==> src/rtl/rt_pkg.sv <==
package rt_pkg;

  typedef enum logic [1:0] {
    KIND_LOCAL  = 2'd0,
    KIND_FABRIC = 2'd1,
    KIND_XCHIP  = 2'd2,
    KIND_HOST   = 2'd3
  } rt_kind_e;

  typedef enum logic [1:0] {
    TSEL_COMM  = 2'd0,
    TSEL_RANK  = 2'd1,
    TSEL_BCAST = 2'd2,
    TSEL_NONE  = 2'd3
  } rt_tsel_e;

endpackage

==> src/rtl/rt_rst_sync.sv <==
module rt_rst_sync (
  input  logic clk,
  input  logic arst_n,
  output logic srst_n
);
  logic [1:0] sync_q;

  always_ff @(posedge clk or negedge arst_n) begin
    if (!arst_n) sync_q <= 2'b00;
    else         sync_q <= {sync_q[0], 1'b1};
  end

  assign srst_n = sync_q[1];
endmodule

==> src/rtl/rt_table.sv <==
module rt_table #(
  parameter int DEPTH  = 32,
  parameter int NPORTS = 5,
  parameter int PORT_W = 3,
  localparam int IDX_W = (DEPTH > 1) ? $clog2(DEPTH) : 1
) (
  input  logic              clk,
  input  logic              rst_n,
  input  logic              wr_en,
  input  logic [IDX_W-1:0]  wr_idx,
  input  logic [PORT_W-1:0] wr_port,
  input  logic [IDX_W-1:0]  rd_idx,
  output logic              rd_hit,
  output logic [PORT_W-1:0] rd_port
);
  logic [DEPTH-1:0]  vld_all;
  logic [PORT_W-1:0] port_all [DEPTH];

  for (genvar i = 0; i < DEPTH; i++) begin : g_ent
    logic              ent_we;
    logic              vld_q, vld_d;
    logic [PORT_W-1:0] port_q, port_d;

    always_comb begin
      ent_we = wr_en && (wr_idx == IDX_W'(i));
      vld_d  = (wr_port < PORT_W'(NPORTS));
      port_d = wr_port;
    end

    always_ff @(posedge clk or negedge rst_n) begin
      if (!rst_n) begin
        vld_q  <= 1'b0;
        port_q <= '0;
      end else if (ent_we) begin
        vld_q  <= vld_d;
        port_q <= port_d;
      end
    end

    assign vld_all[i]  = vld_q;
    assign port_all[i] = port_q;
  end

  assign rd_hit  = vld_all[rd_idx];
  assign rd_port = port_all[rd_idx];

  // a written entry is valid exactly when the port code was in range
  assert_write_lands_R8: assert property (@(posedge clk) disable iff (!rst_n)
    wr_en |=> (vld_all[$past(wr_idx)] == ($past(wr_port) < PORT_W'(NPORTS))));

endmodule

==> src/rtl/rt_bcast_mask.sv <==
module rt_bcast_mask #(
  parameter int NPORTS = 5,
  parameter int PORT_W = 3
) (
  input  logic              clk,
  input  logic              rst_n,
  input  logic              wr_en,
  input  logic [NPORTS-1:0] wr_mask,
  input  logic [PORT_W-1:0] src_port,
  output logic [NPORTS-1:0] fan_out
);
  logic [NPORTS-1:0] mask_q, mask_d, src_bit;

  always_comb mask_d = wr_mask;

  always_ff @(posedge clk or negedge rst_n) begin
    if (!rst_n)     mask_q <= '0;
    else if (wr_en) mask_q <= mask_d;
  end

  for (genvar p = 0; p < NPORTS; p++) begin : g_src
    assign src_bit[p] = (src_port == PORT_W'(p));
  end

  assign fan_out = mask_q & ~src_bit;

  // the branch mask holds the last value loaded
  assert_mask_load_R8: assert property (@(posedge clk) disable iff (!rst_n)
    wr_en |=> (mask_q == $past(wr_mask)));

endmodule

==> src/rtl/rt_route_sel.sv <==
module rt_route_sel #(
  parameter int NPORTS = 5,
  parameter int PORT_W = 3,
  parameter int COMM_W = 5
) (
  input  logic [1:0]        kind,
  input  logic [COMM_W-1:0] own_comm,
  input  logic [COMM_W-1:0] comm,
  input  logic              bcast,
  input  logic              comm_hit,
  input  logic [PORT_W-1:0] comm_port,
  input  logic              rank_hit,
  input  logic [PORT_W-1:0] rank_port,
  input  logic [NPORTS-1:0] fan_out,
  output logic              permit,
  output logic              err,
  output logic [PORT_W-1:0] port,
  output logic [NPORTS-1:0] mask
);
  import rt_pkg::*;

  logic              hit;
  logic [PORT_W-1:0] sel_port;

  always_comb begin
    if (rt_kind_e'(kind) == KIND_LOCAL) begin
      if (comm == own_comm) begin
        hit      = rank_hit;
        sel_port = rank_port;
      end else begin
        hit      = 1'b1;
        sel_port = PORT_W'(NPORTS - 1);
      end
    end else begin
      hit      = comm_hit;
      sel_port = comm_port;
    end
  end

  always_comb begin
    if (bcast) begin
      permit = 1'b1;
      err    = 1'b0;
      port   = '0;
      mask   = fan_out;
    end else begin
      permit = hit;
      err    = !hit;
      port   = hit ? sel_port : '0;
      for (int p = 0; p < NPORTS; p++) begin
        mask[p] = hit && (sel_port == PORT_W'(p));
      end
    end
  end

endmodule

==> src/rtl/hier_route_decoder.sv <==
module hier_route_decoder #(
  parameter int NPORTS = 5,
  parameter int CHIP_W = 2,
  parameter int FAB_W  = 2,
  parameter int LOC_W  = 2,
  localparam int PORT_W = $clog2(NPORTS),
  localparam int COMM_W = 1 + CHIP_W + FAB_W,
  localparam int ADDR_W = COMM_W + LOC_W,
  localparam int DATA_W = (NPORTS > PORT_W) ? NPORTS : PORT_W
) (
  input  logic              clk,
  input  logic              rst_n,
  input  logic [1:0]        kind_i,
  input  logic [COMM_W-1:0] own_comm_i,
  input  logic              tbl_wr_en_i,
  input  logic [1:0]        tbl_wr_sel_i,
  input  logic [COMM_W-1:0] tbl_wr_idx_i,
  input  logic [DATA_W-1:0] tbl_wr_data_i,
  input  logic              req_valid_i,
  input  logic              req_bcast_i,
  input  logic [ADDR_W-1:0] req_addr_i,
  input  logic [PORT_W-1:0] req_src_i,
  output logic              rsp_permit_o,
  output logic              rsp_err_o,
  output logic              rsp_bcast_o,
  output logic [PORT_W-1:0] rsp_port_o,
  output logic [NPORTS-1:0] rsp_mask_o
);
  import rt_pkg::*;

  logic srst_n;
  rt_rst_sync u_rst (.clk(clk), .arst_n(rst_n), .srst_n(srst_n));

  // address fields
  logic [COMM_W-1:0] req_comm;
  logic [LOC_W-1:0]  req_rank;
  assign req_comm = req_addr_i[ADDR_W-1:LOC_W];
  assign req_rank = req_addr_i[LOC_W-1:0];

  // write decode
  logic we_comm, we_rank, we_bcast;
  assign we_comm  = tbl_wr_en_i && (rt_tsel_e'(tbl_wr_sel_i) == TSEL_COMM);
  assign we_rank  = tbl_wr_en_i && (rt_tsel_e'(tbl_wr_sel_i) == TSEL_RANK)
                    && (tbl_wr_idx_i[COMM_W-1:LOC_W] == '0);
  assign we_bcast = tbl_wr_en_i && (rt_tsel_e'(tbl_wr_sel_i) == TSEL_BCAST);

  logic              comm_hit, rank_hit;
  logic [PORT_W-1:0] comm_port, rank_port;
  logic [NPORTS-1:0] fan_out;

  rt_table #(.DEPTH(1 << COMM_W), .NPORTS(NPORTS), .PORT_W(PORT_W)) u_comm_tbl (
    .clk(clk), .rst_n(srst_n),
    .wr_en(we_comm), .wr_idx(tbl_wr_idx_i), .wr_port(tbl_wr_data_i[PORT_W-1:0]),
    .rd_idx(req_comm), .rd_hit(comm_hit), .rd_port(comm_port)
  );

  rt_table #(.DEPTH(1 << LOC_W), .NPORTS(NPORTS), .PORT_W(PORT_W)) u_rank_tbl (
    .clk(clk), .rst_n(srst_n),
    .wr_en(we_rank), .wr_idx(tbl_wr_idx_i[LOC_W-1:0]), .wr_port(tbl_wr_data_i[PORT_W-1:0]),
    .rd_idx(req_rank), .rd_hit(rank_hit), .rd_port(rank_port)
  );

  rt_bcast_mask #(.NPORTS(NPORTS), .PORT_W(PORT_W)) u_bmask (
    .clk(clk), .rst_n(srst_n),
    .wr_en(we_bcast), .wr_mask(tbl_wr_data_i[NPORTS-1:0]),
    .src_port(req_src_i), .fan_out(fan_out)
  );

  logic              sel_permit, sel_err;
  logic [PORT_W-1:0] sel_port;
  logic [NPORTS-1:0] sel_mask;

  rt_route_sel #(.NPORTS(NPORTS), .PORT_W(PORT_W), .COMM_W(COMM_W)) u_sel (
    .kind(kind_i), .own_comm(own_comm_i), .comm(req_comm), .bcast(req_bcast_i),
    .comm_hit(comm_hit), .comm_port(comm_port),
    .rank_hit(rank_hit), .rank_port(rank_port),
    .fan_out(fan_out),
    .permit(sel_permit), .err(sel_err), .port(sel_port), .mask(sel_mask)
  );

  // result register: next state
  logic              permit_d, err_d, bcast_d;
  logic [PORT_W-1:0] port_d;
  logic [NPORTS-1:0] mask_d;

  always_comb begin
    permit_d = req_valid_i && sel_permit;
    err_d    = req_valid_i && sel_err;
    bcast_d  = req_valid_i && req_bcast_i;
    port_d   = req_valid_i ? sel_port : '0;
    mask_d   = req_valid_i ? sel_mask : '0;
  end

  always_ff @(posedge clk or negedge srst_n) begin
    if (!srst_n) begin
      rsp_permit_o <= 1'b0;
      rsp_err_o    <= 1'b0;
      rsp_bcast_o  <= 1'b0;
      rsp_port_o   <= '0;
      rsp_mask_o   <= '0;
    end else begin
      rsp_permit_o <= permit_d;
      rsp_err_o    <= err_d;
      rsp_bcast_o  <= bcast_d;
      rsp_port_o   <= port_d;
      rsp_mask_o   <= mask_d;
    end
  end

  // a request yields exactly one outcome, idle yields none
  assert_one_outcome_R2: assert property (@(posedge clk) disable iff (!srst_n)
    req_valid_i |=> (rsp_permit_o ^ rsp_err_o));
  assert_idle_quiet_R2: assert property (@(posedge clk) disable iff (!srst_n)
    !req_valid_i |=> (!rsp_permit_o && !rsp_err_o && rsp_mask_o == '0));

  // foreign communicator on a local router leaves by the last port
  assert_foreign_last_R4: assert property (@(posedge clk) disable iff (!srst_n)
    (req_valid_i && !req_bcast_i && rt_kind_e'(kind_i) == KIND_LOCAL && req_comm != own_comm_i)
    |=> (rsp_permit_o && rsp_port_o == PORT_W'(NPORTS - 1)));

  // an error carries no port selection
  assert_err_empty_R6: assert property (@(posedge clk) disable iff (!srst_n)
    rsp_err_o |-> (!rsp_permit_o && rsp_mask_o == '0 && rsp_port_o == '0));

  // a broadcast is never reflected to its source
  assert_no_reflect_R7: assert property (@(posedge clk) disable iff (!srst_n)
    (req_valid_i && req_bcast_i && req_src_i < PORT_W'(NPORTS))
    |=> (rsp_permit_o && !rsp_mask_o[$past(req_src_i)]));

  // a permitted unicast drives a single port bit
  assert_unicast_onehot_R10: assert property (@(posedge clk) disable iff (!srst_n)
    (rsp_permit_o && !rsp_bcast_o) |-> ($countones(rsp_mask_o) == 1));

endmodule

==> config.mk <==
export PLATFORM = sky130hd
export DESIGN_NAME = hier_route_decoder
export DESIGN_NICKNAME = d
export VERILOG_FILES = /design/src/rtl/rt_pkg.sv /design/src/rtl/rt_rst_sync.sv /design/src/rtl/rt_table.sv /design/src/rtl/rt_bcast_mask.sv /design/src/rtl/rt_route_sel.sv /design/src/rtl/hier_route_decoder.sv
export SDC_FILE = /design/constraint.sdc
export NUM_CORES = 1
export LEC_CHECK = 0
export BUFFER_PORTS_ARGS = -buffer_cell sky130_fd_sc_hd__buf_2
export CAP_MARGIN = 15
export CELL_PAD_IN_SITES_DETAIL_PLACEMENT = 1
export CELL_PAD_IN_SITES_GLOBAL_PLACEMENT = 2
export CORE_AREA = 2 2 136 138
export CTS_CLUSTER_DIAMETER = 60
export CTS_CLUSTER_SIZE = 10
export DETAILED_ROUTE_END_ITERATION = 6
export DIE_AREA = 0 0 138 140
export GPL_ROUTABILITY_DRIVEN = 1
export PLACE_DENSITY_LB_ADDON = 0.2
export SYNTH_ARGS = -nofsm -noshare
export SYNTH_HDL_FRONTEND = slang
export SYNTH_SLANG_ARGS = --single-unit
==> constraint.sdc <==
create_clock -name clk -period 6.67 [get_ports clk]
set_input_delay 0.667 -clock clk [delete_from_list [all_inputs] [get_ports clk]]
set_output_delay 0.667 -clock clk [all_outputs]
set_load 0.03 [all_outputs]
==> results_dict.tcl, run 1 <==
set metrics [dict create \
    reg2reg_slack_ns 4.38 \
    cts_buffers 17 \
    layout-drive-gt1-share_pct 37.9 \
    hold_violations 0 \
    yosys.area.top_type "dfrtp_1" \
    worstPathArrival_ns 3.64 \
    final-setup-viol-count 0 \
    start_kind "input port" \
    port_buffers 44 \
    track_usage_pct 21.3 \
    clock_tree.root_cell "clkbuf_16" \
    clk_latency_ns 0.44 \
    yosysSeqAreaShare_pct 53.8 \
    power.density_nw_per_um2 282 \
    internal-power_mw 1.80 \
    ios 45 \
    maxCapViolations 0 \
    clock-sinks 162 \
    hold_class "flop to async pin" \
    clock_path_buffers 2 \
    antenna_found_initial 0 \
    overflow 0 \
    synthCells 574 \
    die-area_um2 19300 \
    drt_wl_total_um 19300 \
    die_h_um 140 \
    syn_area_um2 7530 \
    end_kind "flop" \
    leakage_nw 4.04 \
    grt_pass1_vias 5294 \
    synth_area_leaders "dfrtp_1 (54%), mux2_2 (17%), mux4_2 (8.4%)" \
    first_iter_violations 243 \
    synthFlopType "dfrtp_1" \
    finClkSkew_ns 0.00765 \
    vias 4802 \
    ir_drop_mv 0.196 \
    path_class "input port to flop" \
    status "complete, no violations" \
    drc 0 \
    dp_hpwl_um 13500 \
    grt_first_pass_wirelength_um 31300 \
    slew_violations 0 \
    path_max_fanout 23 \
    gp_congestion 0.786 \
    areaGrowthSynthToFinish_pct 13.9 \
    fmax_mhz 302 \
    synth-seq-cells 162 \
    min_period_ns 3.31 \
    start_util_pct 42.4 \
    htreeDepth 4 \
    grt_max_degree 75 \
    async_flop_share_pct 100 \
    p_clk_share_pct 42.7 \
    relSlewSlack_pct 34.8 \
    nets 649 \
    wire_per_inst_um 22.5 \
    worstMarginPinSlew_ns 0.970 \
    comb_power_share_pct 10.9 \
    synth-edff-count 0 \
    power.switching_mw 0.620 \
    clk_pin_slew_ns 0.07 \
    fin_util_pct 48.3 \
    routed_via_density 5.60 \
    syn_avg_cell_area_um2 13.1 \
    ant_nets 0 \
    ys_types 57 \
    first_pass_iters 4 \
    crit_required_ns 6.99 \
    cp_slowest_cell "buf_2" \
    n_antenna_cell 0 \
    swShare_pct 25.6 \
    rows 49 \
    fin_tns_setup_ns 0 \
    core_um2 17800 \
    syn_nets 608 \
    synth_top_area_share_pct 53.8 \
    die_w_um 138 \
    slowest_delay_ns 0.59 \
    ys_warn_count 0 \
    period_share_pct 49.7 \
    cts_tree "done" \
    postCtsSetupBuffers 0 \
    power.share.sequential_pct 46.4 \
    grt_setup_unrepaired "false" \
    critical_path.cell_chain "buf_2 -> buf_4 -> mux4_2 -> mux2_2 -> a221oi_1 -> nor3_4 -> and3_1 -> a31o_1" \
]
worst paths after layout:
| kind | startpoint | endpoint | cells after the start |
|---|---|---|---|
| max in group asynchronous | u_rst.sync_q[1] | u_comm_tbl.g_ent[20].port_q[0] | 1 |
| max | req_addr_i[2] | rsp_mask_o[4] | 8 |
| min reg2reg | u_rst.sync_q[1] | u_comm_tbl.g_ent[13].port_q[2] | 0 |
| max reg2reg | u_comm_tbl.g_ent[28].vld_q | rsp_mask_o[4] | 6 |
| min | u_rst.sync_q[1] | u_comm_tbl.g_ent[13].port_q[2] | 0 |
| min in group clk | u_rst.sync_q[0] | u_rst.sync_q[1] | 0 |
cells in the final DEF, fill, tap and decap left out, types with 12 or more instances in the layout:
cell       instances
mux2_2           117
clkbuf_16         17
nand2_1           62
dfrtp_1          161
nor2_1            27
mux2i_1           12
mux4_2            28
a21oi_1           16
buf_2             45
nor2b_1           12
o21ai_0           21
cell type report:
class                      count  area [um^2]
clock buffer                  19          443
sequential                   162         4060
timing repair buffer          54          295
tap                          229          287
clock inverter                13          175
fill                        1838         9190
inverter                       3         11.3
multi-input combinational    377         3320
power by group through the flow:
stage,Combinational [mW],Clock [mW],Sequential [mW]
finish,0.265,1.03,1.12
global route,0.292,1.09,1.13
CTS,0.270,1.05,1.12
detailed placement,0.268,0,1.14
global placement,0.257,0,1.14
floorplan,0.178,0,1.14
critical path, delay by kind of cell:
kind / cells / cell delay [ns]
compound gates: 2 / 0.68
mux: 2 / 0.85
buf+inv: 2 / 1.08
simple gates: 2 / 0.34
Yosys cell counts, types with 3 or more instances:
library cell  instances
mux2_1                5
and3_1                3
nand3_1               4
mux2i_1              12
clkbuf_1             23
mux4_2               28
nor3_1                8
nor2_1               27
inv_1                 3
and3b_1               4
mux2_2              117
xnor2_1               5
nand2_1              62
dfrtp_1             162
nor2b_1              12
buf_6                 3
o21ai_0              21
o21ai_1               7
a221oi_1              4
nand2b_1              4
a21oi_1              16
sequential cells by signal, indices dropped and copies added (netlist names):
name	cells
rsp_bcast_o	1
rsp_err_o	1
rsp_mask_o	5
rsp_permit_o	1
rsp_port_o	3
u_bmask.mask_q	5
u_comm_tbl.g_ent.port_q	96
u_comm_tbl.g_ent.vld_q	32
u_rank_tbl.g_ent.port_q	12
u_rank_tbl.g_ent.vld_q	4
u_rst.sync_q	2
routing by layer:
metal	track usage [%]	wire [um]
met1	29.6	9130
met2	34.4	9260
met3	3.83	636
met4	6.71	298
met5	0	0
timing repair:
action | in CTS | in global routing
hold buffers | 1 | 0
gates resized for setup | 0 | 0
hold endpoints to repair | 2 | 0
per-stage QoR:
| stage | instance area (um^2) | std cells | power (mW) | setup WS (ns) | hold slack, ns |
|---|---|---|---|---|---|
| after floorplan | 7530 | 574 | 1.32 | 1.82 | 0.331 |
| after global placement | 7950 | 823 | 1.39 | 2.90 | 0.329 |
| after detailed placement | 7960 | 824 | 1.41 | 2.88 | 0.332 |
| after CTS | 8590 | 857 | 2.45 | 3.33 | 0.335 |
| after global routing | 8590 | 857 | 2.52 | 3.14 | 0.364 |
| final | 8590 | 857 | 2.42 | 3.36 | 0.312 |
kinds of logic after synthesis:
| logic type | count (synthesis) | share of synthesized area, % |
|---|---|---|
| AND/OR/NAND/NOR | 137 | 9.03 |
| buffers and inverters | 35 | 2.18 |
| flip-flops | 162 | 53.8 |
| other | 1 | 0.0498 |
| AO/OA/AOI/OAI | 72 | 6.16 |
| multiplexers | 162 | 28.2 |
| XOR/XNOR | 5 | 0.581 |
Power figures use the tool's default switching activity.
==> inputs of run 2 (changes only) <==
==> constraint.sdc (replaced) <==
create_clock -name clk -period 3.1 [get_ports clk]
set_input_delay 0.31 -clock clk [delete_from_list [all_inputs] [get_ports clk]]
set_output_delay 0.31 -clock clk [all_outputs]
set_load 0.03 [all_outputs]
==> run 2 against run 1 <==
Effect of this change: worst hold slack got worse by 0.21 ns; count of clock-buffer cells in the layout fell by 1; design area rose by 0.26%; cell count rose by 0.82%; critical endpoint unchanged.
==> results_dict.tcl, run 2 (synthesis gave the netlist of run 1 again) <==
set metrics [dict create \
    worstMarginPinSlew_ns 0.803 \
    hold_violations 0 \
    status "complete, no violations" \
    track_usage_pct 21.9 \
    first_iter_violations 248 \
    clock_tree.root_cell "clkbuf_16" \
    grt_first_pass_wirelength_um 32300 \
    grt_max_degree 65 \
    die_h_um 140 \
    hold_buffers 1 \
    core_um2 17800 \
    die_w_um 138 \
    final_cell_mix "dfrtp_1 (161), mux2_2 (117), nand2_1 (62), buf_2 (44), mux4_2 (28)" \
    fin_tns_setup_ns 0 \
    grt_pass1_vias 5428 \
    start_kind "input port" \
    postPlaceCellArea_um2 8040 \
    fmax_mhz 416 \
    htreeDepth 4 \
    areaGrowthSynthToFinish_pct 14.2 \
    leakage_nw 4.05 \
    p_total_mw 5.03 \
    regMostFlops "u_comm_tbl.g_ent.port_q" \
    hold_class "input port to flop" \
    fin_cells 864 \
    final-setup-viol-count 0 \
    power.density_nw_per_um2 584 \
    design_area_um2 8610 \
    port_buffers 44 \
    cts_resized 0 \
    ios 45 \
    die-area_um2 19300 \
    clk_pin_slew_ns 0.07 \
    slew_violations 0 \
    maxCapViolations 0 \
    clock-sinks 162 \
    layout-drive-gt1-share_pct 38.7 \
    reg_top3 "u_comm_tbl.g_ent.port_q: 96 flops, u_comm_tbl.g_ent.vld_q: 32 flops, u_rank_tbl.g_ent.port_q: 12 flops" \
    path_max_fanout 15 \
    numPlacedInstances 831 \
    nets 656 \
    clock_path_buffers 2 \
    ir_drop_mv 0.387 \
    period_share_pct 77.6 \
    gp_congestion 0.767 \
    finClkSkew_ns 0.00854 \
    hold-worst-slack_ns 0.106 \
    clk_latency_ns 0.44 \
    overflow 0 \
    crit_required_ns 3.42 \
    cts_tree "done" \
    largest_reg_flops 96 \
    drc 0 \
    ant_nets 0 \
    final_common_cell "dfrtp_1" \
    relSlewSlack_pct 46.1 \
    worstPathArrival_ns 2.72 \
    rows 49 \
    postCtsSetupBuffers 0 \
    first_pass_iters 4 \
    cts_buffers 17 \
    wire_per_inst_um 22.9 \
    antenna_found_initial 0 \
    routed_via_density 5.70 \
    path_class "input port to flop" \
    n_antenna_cell 0 \
    dp_hpwl_um 13700 \
    end_kind "flop" \
    grt_setup_unrepaired "false" \
    drt_wl_total_um 19800 \
    vias 4929 \
    min_period_ns 2.41 \
    start_util_pct 42.4 \
]
==> run 2: cell count changes in the layout (fill, tap and decap cells not counted), sizes merged <==
cell | before | now
buf | 53 | 60
bufinv | 3 | 0
inv | 8 | 11
clkinvlp | 0 | 2
clkbuf | 19 | 18
clkinv | 5 | 4
==> run 2: worst max-delay path: stages <==
cell      delay (ns)
buf_2           0.42
mux4_2          0.56
mux2_2          0.30
a221oi_1        0.54
nor3_4          0.14
and3_1          0.21
a31o_1          0.22
==> run 2: report_power, final <==
group	internal [mW]	switching (mW)	total (mW)
Combinational	0.279	0.304	0.583
Sequential	2.30	0.119	2.42
Clock	1.07	0.948	2.02
==> run 2: routing by layer <==
metal / vias up / wire [um] / part of all wire, % / track usage [%]
met4: 0 / 277 / 1.4 / 6.28
met5: - / 0 / 0 / 0
met2: 83 / 9680 / 49 / 36.2
met1: 2635 / 9170 / 46 / 29.5
li1: 2188 / - / - / -
met3: 23 / 637 / 3.2 / 4.55
==> run 2: layout make-up <==
class	instances	area [um^2]
fill	1837	9170
tap	229	287
sequential	162	4060
timing repair buffer	61	375
clock buffer	18	439
multi-input combinational	377	3320
clock inverter	14	121
inverter	3	11.3
==> run 2: stage by stage <==
stage / setup slack [ns] / util, %
6_report: 0.694 / 48.4
5_1_grt: 0.574 / 48.4
4_1_cts: 0.666 / 48.4
3_5_place_dp: 0.215 / 45.2
3_3_place_gp: 0.242 / 45.2
2_1_floorplan: 0.419 / -
==> run 2: final timing paths <==
| kind | from | end | slack, ns | cells after the start |
|---|---|---|---|---|
| hold / removal | tbl_wr_data_i[4] | u_bmask.mask_q[4] | 0.11 | 2 |
| setup reg to reg | u_comm_tbl.g_ent[30].vld_q | rsp_mask_o[4] | 0.71 | 6 |
| setup / recovery | req_addr_i[2] | rsp_mask_o[4] | 0.69 | 7 |
| max in group asynchronous | u_rst.sync_q[1] | u_comm_tbl.g_ent[4].vld_q | 1.84 | 1 |
| min in group asynchronous | rst_n | u_rst.sync_q[1] | 0.17 | 2 |
| hold reg to reg | u_rst.sync_q[0] | u_rst.sync_q[1] | 0.35 | 0 |
==> inputs of run 3 (changes only) <==
--- a/config.mk
+++ b/config.mk
@@ -5,15 +5,16 @@
 export SDC_FILE = /design/constraint.sdc
 export NUM_CORES = 1
 export LEC_CHECK = 0
+export ABC_AREA = 1
 export BUFFER_PORTS_ARGS = -buffer_cell sky130_fd_sc_hd__buf_2
 export CAP_MARGIN = 15
 export CELL_PAD_IN_SITES_DETAIL_PLACEMENT = 1
 export CELL_PAD_IN_SITES_GLOBAL_PLACEMENT = 2
-export CORE_AREA = 2 2 136 138
+export CORE_AREA = 2 2 149 151
 export CTS_CLUSTER_DIAMETER = 60
 export CTS_CLUSTER_SIZE = 10
 export DETAILED_ROUTE_END_ITERATION = 6
-export DIE_AREA = 0 0 138 140
+export DIE_AREA = 0 0 151 153
 export GPL_ROUTABILITY_DRIVEN = 1
 export PLACE_DENSITY_LB_ADDON = 0.2
 export SYNTH_ARGS = -nofsm -noshare
==> constraint.sdc (replaced) <==
create_clock -name clk -period 2.39 [get_ports clk]
set_input_delay 0.239 -clock clk [delete_from_list [all_inputs] [get_ports clk]]
set_output_delay 0.239 -clock clk [all_outputs]
set_load 0.03 [all_outputs]
==> run 3 against run 2 <==
Effect of this change: clock power is 36% higher; via count grew 34%; combinational power is 49% higher; sequential cell count stayed put; total power is 34% higher; critical path depth up 4; sequential share of layout area down 1.8 points.
==> results_dict.tcl, run 3 <==
set metrics [dict create \
    hold_class "input port to flop" \
    first_iter_violations 440 \
    slowest_delay_ns 0.39 \
    overflow 0 \
    n_antenna_cell 0 \
    postPlaceCellArea_um2 8370 \
    status "complete, no violations" \
    cts_tree "done" \
    reg_top3 "u_comm_tbl.g_ent.port_q: 96 flops, u_comm_tbl.g_ent.vld_q: 32 flops, u_rank_tbl.g_ent.port_q: 12 flops" \
    synthCells 973 \
    die_w_um 151 \
    hold_violations 0 \
    r2r_start "u_comm_tbl.g_ent[6].port_q[1]" \
    synth-edff-count 0 \
    core_um2 21500 \
    worstMarginPinSlew_ns 0.775 \
    startpoint "u_comm_tbl.g_ent[6].port_q[1]" \
    worstPathArrival_ns 2.00 \
    p_total_mw 6.75 \
    slew_violations 0 \
    die_h_um 153 \
    r2r-end "rsp_mask_o[0]" \
    grt_setup_unrepaired "false" \
    power.density_nw_per_um2 753 \
    fmax_mhz 613 \
    htreeDepth 4 \
    cts_buffers 17 \
    numPlacedInstances 1276 \
    min_period_ns 1.63 \
    synthTopCellsByCount "nand2_1 (301), dfrtp_1 (162), o21ai_0 (131), nand3_1 (110), inv_1 (78)" \
    dp_hpwl_um 16300 \
    critical_path.cell_chain "nand2_1 -> nand3_1 -> nand3_1 -> nand2_1 -> nand2_1 -> nand3_1 -> nand3_1 -> nand2_2 -> nor2_2 -> nand2_1 -> a21oi_2" \
    path_buf_inv 0 \
    reg2reg_slack_ns 0.76 \
    routed_via_density 5.06 \
    design_area_um2 8960 \
    ir_drop_mv 0.385 \
    cp-endpoint "rsp_mask_o[0]" \
    end_kind "flop" \
    finClkSkew_ns 0.0108 \
    first_pass_iters 5 \
    vias 6628 \
    final_cell_mix "nand2_1 (301), dfrtp_1 (161), o21ai_0 (131), nand3_1 (110), inv_1 (78)" \
    clk_latency_ns 0.44 \
    clock-sinks 162 \
    antenna_found_initial 0 \
    postCtsSetupBuffers 0 \
    wire_per_inst_um 18.5 \
    start_util_pct 36.3 \
    rows 54 \
    path_max_fanout 4 \
    synthFlopType "dfrtp_1" \
    hold-worst-slack_ns 0.0221 \
    drc 0 \
    period_share_pct 68.3 \
    clk_pin_slew_ns 0.07 \
    cp.depth 11 \
    ys_types 35 \
    areaGrowthSynthToFinish_pct 14.8 \
    crit_required_ns 2.76 \
    grt_first_pass_wirelength_um 39600 \
    layout-drive-gt1-share_pct 12.4 \
    port_buffers 44 \
    maxCapViolations 0 \
    yosys.area.top_type "dfrtp_1" \
    regMostFlops "u_comm_tbl.g_ent.port_q" \
    ant_nets 0 \
    synth-seq-cells 162 \
    clock_tree.root_cell "clkbuf_16" \
    reg2reg_depth 11 \
    final-setup-viol-count 0 \
    fin_cells 1309 \
    relSlewSlack_pct 48.2 \
    gp_congestion 0.840 \
    yosysSeqAreaShare_pct 51.9 \
    fin_tns_setup_ns 0 \
    start_kind "flop" \
    syn_avg_cell_area_um2 8.02 \
    grt_max_degree 52 \
    syn_area_um2 7800 \
    final_common_cell "nand2_1" \
    synth_top_area_share_pct 51.9 \
    nets 1050 \
    die-area_um2 23100 \
    cp_slowest_cell "dfrtp_1" \
    ios 45 \
    syn_nets 1007 \
    grt_pass1_vias 6972 \
    largest_reg_flops 96 \
    drt_wl_total_um 24200 \
    clock_path_buffers 2 \
    synth_area_leaders "dfrtp_1 (52%), nand2_1 (14%), o21ai_0 (8.4%)" \
    synth.most_common_cell "nand2_1" \
    ys_warn_count 0 \
    leakage_nw 4.24 \
    path_class "flop to flop" \
    cpLargestDelayFamily "simple AND/OR/NAND/NOR gates" \
    async_flop_share_pct 100 \
    track_usage_pct 22.6 \
]
run 3: cell count changes after synthesis, sizes merged, moves of 5 or more:
cell    change
nand2     +242
mux2      -120
o21ai     +110
nand3     +107
inv        +81
nor2       +33
mux4       -28
buf        +22
a21oi      +12
clkbuf     -12
mux2i      -12
nor2b      -12
xnor2       -5
run 3: how the worst min path moves through the flow:
stage	start	end	slack [ns]	cells after the start
finish	tbl_wr_data_i[3]	u_bmask.mask_q[3]	0.02	2
global route	tbl_wr_data_i[3]	u_bmask.mask_q[3]	0.01	2
CTS	tbl_wr_data_i[3]	u_bmask.mask_q[3]	0.01	2
detailed placement	rst_n	u_rst.sync_q[0]	0.03	1
global placement	rst_n	u_rst.sync_q[0]	0.02	1
floorplan	rst_n	u_rst.sync_q[0]	-0.06	0
run 3: through the flow:
step / setup WS [ns] / utilization, %
after floorplan: 0.708 / -
after global placement: 0.257 / 38.9
after detailed placement: 0.310 / 38.9
after CTS: 0.733 / 41.7
after global routing: 0.570 / 41.7
final: 0.758 / 41.7
run 3: cells by family after synthesis:
| family | count (synthesis) | share of synthesized area, % |
|---|---|---|
| compound gates | 181 | 12.2 |
| xor+xnor | 4 | 0.449 |
| buf+inv | 127 | 7.09 |
| flops | 162 | 51.9 |
| mux | 2 | 0.289 |
| other cells | 1 | 0.0481 |
| simple gates | 496 | 28.0 |
run 3: power breakdown:
part           total [mW]  leakage (nW)  internal, mW  switching (mW)
Clock                2.74         0.273          1.51            1.23
Sequential           3.14          2.07          3.00           0.143
Combinational       0.866          1.90         0.290           0.576
run 3: metal layers:
layer	global-route usage, %	vias up	routed length, um
li1	-	3254	-
met3	3.88	26	515
met5	0	-	0
met1	31.6	3287	11800
met2	36.3	61	11500
met4	6.05	0	406
run 3: cell type report:
cell class                 count  area, um^2
sequential                   162        4060
inverter                      85         319
clock inverter                13         126
fill                        2612       12500
tap                          280         350
multi-input combinational    684        3200
clock buffer                  19         453
timing repair buffer          66         450
run 3: timing repair:
| item | 4_1_cts | 5_1_grt |
|---|---|---|
| hold buffers | 1 | 0 |
| endpoints found under the hold margin | 2 | 0 |
| gates resized for setup | 0 | 0 |
run 3: worst register-to-register path: stages, from the launching register on:
cell,delay [ns]
dfrtp_1,0.39
nand2_1,0.07
nand3_1,0.10
nand3_1,0.12
nand2_1,0.10
nand2_1,0.07
nand3_1,0.14
nand3_1,0.15
nand2_2,0.10
nor2_2,0.15
nand2_1,0.08
a21oi_2,0.10
